$ cat src/rtl/rx_status_reg.sv
module rx_status_reg (
  input  logic clk,
  input  logic rst_n,
  input  logic tx_mode,
  input  logic psave,
  input  logic reset_task,
  input  logic rx_bit,
  input  logic rx_bit_valid,
  input  logic sync_found,
  input  logic sfs_end,
  input  logic sfh_end,
  input  logic dq_done,
  input  logic dq_read,
  input  logic det_in,
  input  logic dq_irq_en,
  input  logic det_irq_en,
  output logic dq_rdy,
  output logic stn_type,
  output logic eop_env,
  output logic irq
);
  localparam int HW = 3;

  logic [HW-1:0] hist, pre_sync;
  logic station, dq_q, tx_q, ps_q;
  logic vote, dq_set, dq_spur, search_end;

  assign vote = (~pre_sync[2] & pre_sync[1]) | (~pre_sync[2] & pre_sync[0])
              | (pre_sync[1] & pre_sync[0]);
  assign search_end = (sfs_end | sfh_end) & ~tx_mode;
  assign dq_set  = dq_done & ~tx_mode & ~psave;
  assign dq_spur = reset_task | (tx_q & ~tx_mode) | (ps_q & ~psave);

  always_ff @(posedge clk or negedge rst_n) begin
    if (!rst_n) begin
      hist     <= '0;
      pre_sync <= '0;
    end else begin
      if (rx_bit_valid) hist <= {hist[HW-2:0], rx_bit};
      if (sync_found) pre_sync <= hist;
    end
  end

  always_ff @(posedge clk or negedge rst_n) begin
    if (!rst_n) station <= 1'b0;
    else if (reset_task) station <= 1'b0;
    else if (search_end) station <= vote;
  end

  always_ff @(posedge clk or negedge rst_n) begin
    if (!rst_n) begin
      dq_q <= 1'b0;
      tx_q <= 1'b0;
      ps_q <= 1'b0;
    end else begin
      tx_q <= tx_mode;
      ps_q <= psave;
      if (dq_set || dq_spur) dq_q <= 1'b1;
      else if (dq_read) dq_q <= 1'b0;
    end
  end

  assign dq_rdy   = dq_q;
  assign stn_type = station & ~tx_mode;
  assign eop_env  = det_in & ~tx_mode;
  assign irq      = (dq_q & dq_irq_en) | (eop_env & det_irq_en);


  dq_set_chk: assert property (@(posedge clk) disable iff (!rst_n)
    (dq_done && !tx_mode && !psave) |=> dq_rdy);


  dq_clr_chk: assert property (@(posedge clk) disable iff (!rst_n)
    (dq_read && !dq_done && !reset_task && !$fell(tx_mode) && !$fell(psave)) |=> !dq_rdy);


  rst_task_chk: assert property (@(posedge clk) disable iff (!rst_n)
    reset_task |=> (dq_rdy && !stn_type));


  stn_hold_chk: assert property (@(posedge clk) disable iff (!rst_n)
    (!sfs_end && !sfh_end && !reset_task && !tx_mode) |=> (tx_mode || $stable(stn_type)));


  irq_chk: assert property (@(posedge clk) disable iff (!rst_n)
    ((dq_rdy && dq_irq_en) || (det_in && !tx_mode && det_irq_en)) |-> irq);


  tx_quiet_chk: assert property (@(posedge clk) disable iff (!rst_n)
    tx_mode |-> (!eop_env && !stn_type));
endmodule

$ cat config.mk
export PLATFORM = sky130hd
export DESIGN_NAME = rx_status_reg
export DESIGN_NICKNAME = d
export VERILOG_FILES = /design/src/rtl/rx_status_reg.sv
export SDC_FILE = /design/constraint.sdc
export NUM_CORES = 1
export LEC_CHECK = 0
export ABC_AREA = 1
export CORE_AREA = 2 2 39 41
export DETAILED_ROUTE_END_ITERATION = 7
export DIE_AREA = 0 0 41 43
export HOLD_SLACK_MARGIN = 0.05
export PLACE_DENSITY_LB_ADDON = 0.3
export SYNTH_ARGS = -nofsm -noshare
export SYNTH_HDL_FRONTEND = slang
export SYNTH_SLANG_ARGS = --single-unit
$ cat constraint.sdc
create_clock -name clk -period 0.8 [get_ports clk]
set_input_delay 0.08 -clock clk [delete_from_list [all_inputs] [get_ports clk]]
set_output_delay 0.08 -clock clk [all_outputs]
set_load 0.05 [all_outputs]
==> results.toml, run 1 <==
[drt]
drc = 0
wirelength_microns = 864
routed-via-count = 390
ant_nets = 0
via_per_inst = 4.382
drtIter0Drc = 7
dr.pass1.iters = 2
wire_per_inst_microns = 9.708

[global_route]
grt_use_met2_pct = 19.38
grt_max_degree = 11
grt_pass1_wl_mm = 1.331
grtUsageMet1_pct = 10.85
grt_busiest_layer = "met2"
gr-usage-all-layers_pct = 11.53
grtUsageMet3_pct = 3.665
grt_pass1_vias = 367
antenna_found_initial = 0
grt_overflow = 0

[place]
globalplace.congestion = 0.6459
numPortBuffers = 18
dp_hpwl_microns = 690.3
placed_area_sq_um = 729.5

[yosys]
synth_simple_gate_area_share_pct = 16.32
ys_seq_elements = 10
synth_cell_type_count = 13
synthXorXnorAreaFrac_pct = 0
syn-num-nets = 60
synthAdderAreaFrac_pct = 0
synth_top_family_by_area = "simple AND/OR/NAND/NOR gates"
avgSynthCellArea_sq_um = 9.370
yosysSeqAreaShare_pct = 59.35
syn_area_sq_um = 421.7
synthMuxAreaShare_pct = 5.341
synth_warnings = 0
synthCells = 45
synth_compound_gate_area_share_pct = 11.87

[finish]
n_antenna_cell = 0
drive_above_1_share_pct = 35.62
layout_commonest_cell = "clkdlybuf4s50_1"
final_net_count = 89
design_area_sq_um = 765.7
area_growth_pct = 81.60
final_cell_mix = "clkdlybuf4s50_1, dfrtp_1, nand2_1"

[sta]
post-route-min-period_ns = 1.143
skew_ns = 0.001608
rsz0062_at_grt = "true"
tightest_slew_ns = 0.1529
finalCritPeriodShare_pct = 142.9
slew_violations = 0
hold_violations = 0
relSlewSlack_pct = 89.70
final-setup-viol-count = 4
holdWs_ns = 0.09725
setup_ws_ns = -0.3429
max_freq_mhz = 875.0

[outcome]
violations = "negative setup slack"
status = "finished with violations"

[setup_path]
cp_num_buf_inv = 1
start_kind = "flop"
critPathKind = "reg -> out"
crit_chain = "a22o_4 > buf_12"
critPathLaunch = "dq_rdy"
cp_top_family = "flip-flops"
crit_slowest_cell = "dfrtp_2"
cp_data_arrival_time_ns = 1.06
crit_fanout = 2
crit_required_ns = 0.72
end_kind = "output port"
worstReg2RegStart = "dq_rdy"
max_stage_delay_ns = 0.41

[power]
power_density_nw_per_um2 = 1795
p_leak_uw = 0.0003623
ir_drop_v = 0.0008907

[cts]
clock-root-buffer = "clkbuf_4"
cts_tree = "built"
cts_sinks = 10
clkLatencyLatePin_ns = 0.26
cts-hold-fix-buffers = 0
htree_levels = 1
clock_path_buffers = 2
clk_pin_slew_ns = 0.07
post_cts_buffers = 0
numCtsBuffers = 3

[floorplan]
num_io_pins = 19
std_cell_rows = 14
fp.dieW_microns = 41
start_util_pct = 30.47
die_h_microns = 43
dieArea_sq_um = 1763
core_area_sq_um = 1384

[hold_path]
hp-class = "in -> async"

[job]
max_cap_viol_count = 0
cell usage after synthesis, drive strengths merged:
| cell type | count | area, sq um |
|---|---|---|
| a21oi | 3 | 15.01 |
| a22o | 1 | 8.760 |
| dfrtp | 10 | 250.2 |
| inv | 8 | 30.03 |
| mux2 | 2 | 22.52 |
| nand2 | 8 | 30.03 |
| nand3 | 2 | 10.01 |
| nor2 | 7 | 28.78 |
| o21ai | 3 | 18.77 |
| o21bai | 1 | 7.510 |
metal layers:
layer / part of all wire, % / up-vias / wire length (microns)
li1: - / 196 / -
met1: 39 / 177 / 334
met2: 51 / 17 / 439
met3: 11 / 0 / 91
met4: 0 / 0 / 0
met5: 0 / - / 0
layout make-up:
cell class              instances  area (sq um)
well taps                      16         20.02
repair buffers                 24         262.8
clock buffers                   4         36.28
multi-input cells              27         165.2
inverters                       8         30.03
fillers                       141         618.1
flip-flops and latches         10         251.5
worst paths after layout:
| check | endpoint | slack [ns] | cells after the start |
|---|---|---|---|
| worst max-delay path | irq | -0.34 | 2 |
| worst min-delay path | hist[2] | 0.1 | 2 |
| worst max register to register | dq_rdy | 0 | 3 |
| worst min register to register | dq_rdy | 0.49 | 2 |
| max in group asynchronous | dq_rdy | 0.55 | 2 |
| min in group clk | tx_q | 0.14 | 2 |
worst reg2reg max path, cell delays in order, from the launching register on:
cell and delay, ns:
dfrtp_2 0.41, buf_4 0.15, nand2_2 0.06, nand3_1 0.07
where the power goes:
part | switching (uW) | total [uW] | internal (uW)
Clock | 178 | 454 | 276
Combinational | 150 | 335 | 185
Sequential | 27.0 | 586 | 559
metrics by stage:
stage | worst slack (ns) | instances | setup TNS [ns] | power (uW) | util (%)
3_5_place_dp | -0.3771 | 85 | -2.565 | 936.1 | 52.71
3_3_place_gp | -0.3654 | 85 | -2.418 | 926.7 | 52.71
2_1_floorplan | -0.1301 | 45 | -0.1301 | 739.3 | -
5_1_grt | -0.3673 | 89 | -0.8923 | 1444 | 55.33
6_report | -0.3429 | 89 | -0.7416 | 1375 | 55.33
4_1_cts | -0.3590 | 89 | -0.8013 | 1398 | 55.52
repair_timing:
action | 4_1_cts | 5_1_grt
hold endpoints to repair | 0 | 0
resized for setup | 6 | 2
endpoints found under the setup margin | 6 | 6
pin swaps | 1 | 0
logic make-up (layout without fill, tap and decap cells):
group	Yosys count	count (layout)
flops	10	10
mux	2	2
simple gates	17	17
buf+inv	8	36
compound gates	8	8
flip-flops by register name, indices dropped and copies added (netlist names):
name      cells
dq_rdy        1
tx_q          1
ps_q          1
pre_sync      3
station       1
hist          3
Note: power is estimated with default switching activity, not from simulation.
==> run 2, diff against run 1 <==
--- a/config.mk
+++ b/config.mk
@@ -5,7 +5,6 @@
 export SDC_FILE = /design/constraint.sdc
 export NUM_CORES = 1
 export LEC_CHECK = 0
-export ABC_AREA = 1
 export CORE_AREA = 2 2 39 41
 export DETAILED_ROUTE_END_ITERATION = 7
 export DIE_AREA = 0 0 41 43
==> constraint.sdc (replaced) <==
create_clock -name clk -period 1 [get_ports clk]
set_input_delay 0.1 -clock clk [delete_from_list [all_inputs] [get_ports clk]]
set_output_delay 0.1 -clock clk [all_outputs]
set_load 0.05 [all_outputs]
==> run 2 against run 1 <==
The flow still finishes with violations (negative setup slack). Worst hold slack gained 0.025 ns. Synthesized area down 5.3%. Register-to-register slack gained 0.04 ns. Non-clock buffer count decreased by 1. Critical endpoint unchanged.
==> results.toml, run 2 <==
[outcome]
status = "finished with violations"
violations = "negative setup slack"

[sta]
rsz0062_at_grt = "true"
finalCritPeriodShare_pct = 115.3
tightest_slew_ns = 0.2775
slew_violations = 0
max_freq_mhz = 867.4
hold_violations = 0
relSlewSlack_pct = 81.50
skew_ns = 0.009089
final-setup-viol-count = 3
finalSetupTns_ns = -0.2247
post-route-min-period_ns = 1.153
setup_ws_ns = -0.1529

[floorplan]
die_h_microns = 43
core_area_sq_um = 1384
fp.dieW_microns = 41
dieArea_sq_um = 1763
start_util_pct = 28.84
std_cell_rows = 14
num_io_pins = 19

[cts]
numCtsBuffers = 3
cts_tree = "built"
htree_levels = 1
clk_pin_slew_ns = 0.07
clkLatencyLatePin_ns = 0.26
cts-hold-fix-buffers = 0
clock_path_buffers = 2
cts_sinks = 10
clock-root-buffer = "clkbuf_4"

[power]
p_int_uw = 836.7
swShare_pct = 24.17
total_power_uw = 1103
p_leak_uw = 0.0003275
ir_drop_v = 0.0009264
power_density_nw_per_um2 = 1480
p_seq_share_pct = 43.5
p_sw_uw = 266.7
pwr-share-clk_pct = 32.0
comb_power_share_pct = 24.4

[yosys]
syn-num-nets = 46
avgSynthCellArea_sq_um = 12.88
synth_warnings = 0
synth.largest_area_cell = "dfrtp_1"
post-synth-top-count-cell = "dfrtp_1"
yosysTopAreaCellShare_pct = 62.70
synthFlopType = "dfrtp_1"
synth_cell_type_count = 13
ys_seq_elements = 10
syn_area_sq_um = 399.1
synth.area.top_cells = "dfrtp_1, mux2_2, inv_1"
synth_edf_count = 0
yosysSeqAreaShare_pct = 62.70
synthCells = 31
netlist_top_cells_count = "dfrtp_1, mux2_2, inv_1"
synthArstFlopShare_pct = 100.0

[finish]
n_antenna_cell = 0
final_net_count = 74
layout_commonest_cell = "clkdlybuf4s50_1"
area_growth_pct = 86.83
seqCellArea_sq_um = 251.5
final_cell_mix = "clkdlybuf4s50_1, dfrtp_1, mux2_2"
drive_above_1_share_pct = 43.10
multiInputGateArea_sq_um = 163.9
reg_top3 = "hist x3, pre_sync x3"
fillers = 117
instances_no_fill = 74

[hold_path]
hp-class = "in -> async"

[setup_path]
crit_slowest_cell = "dfrtp_2"
start_kind = "flop"
cp_data_arrival_time_ns = 1.05
max_stage_delay_ns = 0.41
crit_fanout = 2
critPathKind = "reg -> out"
cp_top_family = "flip-flops"
end_kind = "output port"
crit_required_ns = 0.90
crit_chain = "a22o_4 > buf_12"
cp_num_buf_inv = 1

[drt]
via_per_inst = 4.297
drc = 0
wire_per_inst_microns = 11.73
wirelength_microns = 868
routed-via-count = 318
ant_nets = 0
drtIter0Drc = 5
dr.pass1.iters = 4

[global_route]
grtUsageMet1_pct = 16.84
grtUsageMet3_pct = 3.141
grt_overflow = 0
grt_pass1_vias = 326
gr-usage-all-layers_pct = 11.91
grt_busiest_layer = "met1"
grt_pass1_wl_mm = 1.414
grt_max_degree = 11
grt_use_met2_pct = 16.25
antenna_found_initial = 0

[place]
globalplace.congestion = 0.7212
numPortBuffers = 18
dp_hpwl_microns = 636.6
dp.cells = 68

[job]
max_cap_viol_count = 0
[run 2: cell types whose count changed in the layout (fill, tap and decap cells not counted), moves of 2 or more]
cell,previous run,this run
nand2_1,7,1
nand3_1,2,0
nor2_1,5,0
inv_2,3,1
inv_1,5,3
mux2_2,2,5
[run 2: final timing paths]
kind | startpoint | end | slack [ns] | cells after the start
setup / recovery | dq_rdy | irq | -0.15 | 2
hold / removal | rst_n | station | 0.12 | 2
setup reg to reg | pre_sync[0] | station | 0.04 | 2
hold reg to reg | hist[2] | pre_sync[2] | 0.48 | 2
max in group asynchronous | rst_n | dq_rdy | 0.72 | 2
min in group clk | psave | ps_q | 0.33 | 1
[run 2: cell families (layout without fill, tap and decap cells)]
group,after synthesis,count (layout),share of synthesized area (%)
fa+ha+maj,1,1,2.821
compound gates,8,8,13.17
simple gates,3,3,3.447
mux,5,5,14.11
buf+inv,4,31,3.761
flops,10,10,62.70
[run 2: what timing repair did]
action	CTS	global route
endpoints found under the setup margin	3	4
resized for setup	8	1
pin swaps	2	1
setup buffers	2	0
[run 2: layout make-up]
cell class | count | area share, %
clock buffer | 4 | 4.866
inverter | 4 | 2.013
multi-input combinational | 17 | 21.98
sequential | 10 | 33.72
tap | 16 | 2.685
timing repair buffer | 23 | 34.73
[run 2: per-layer routing]
layer	share of wire, %	up-vias
li1	-	160
met1	45	149
met2	49	9
met4	0	0
met5	0	-
met3	6.0	0
[run 2: stage by stage]
stage | hold slack, ns | setup WS, ns | instance area (sq um) | utilization, %
3_5_place_dp | 0.4001 | -0.2348 | 669.4 | 48.37
4_1_cts | 0.1281 | -0.1757 | 739.5 | 53.44
5_1_grt | 0.1266 | -0.1896 | 745.7 | 53.89
6_report | 0.1218 | -0.1529 | 745.7 | 53.89
3_3_place_gp | 0.4053 | -0.1956 | 669.4 | 48.37
2_1_floorplan | -0.1956 | -0.07697 | 406.6 | -
[run 2: worst register-to-register path: stages, from the launching register on]
cell	delay, ns
dfrtp_1	0.39
maj3_2	0.31
o21a_1	0.16
[run 2: power by group through the flow]
stage                     clock, uW  combinational, uW  sequential, uW
after floorplan                   0                105             489
after global placement            0                242             488
after detailed placement          0                247             489
after CTS                       361                269             481
after global routing            390                290             487
final                           354                270             480
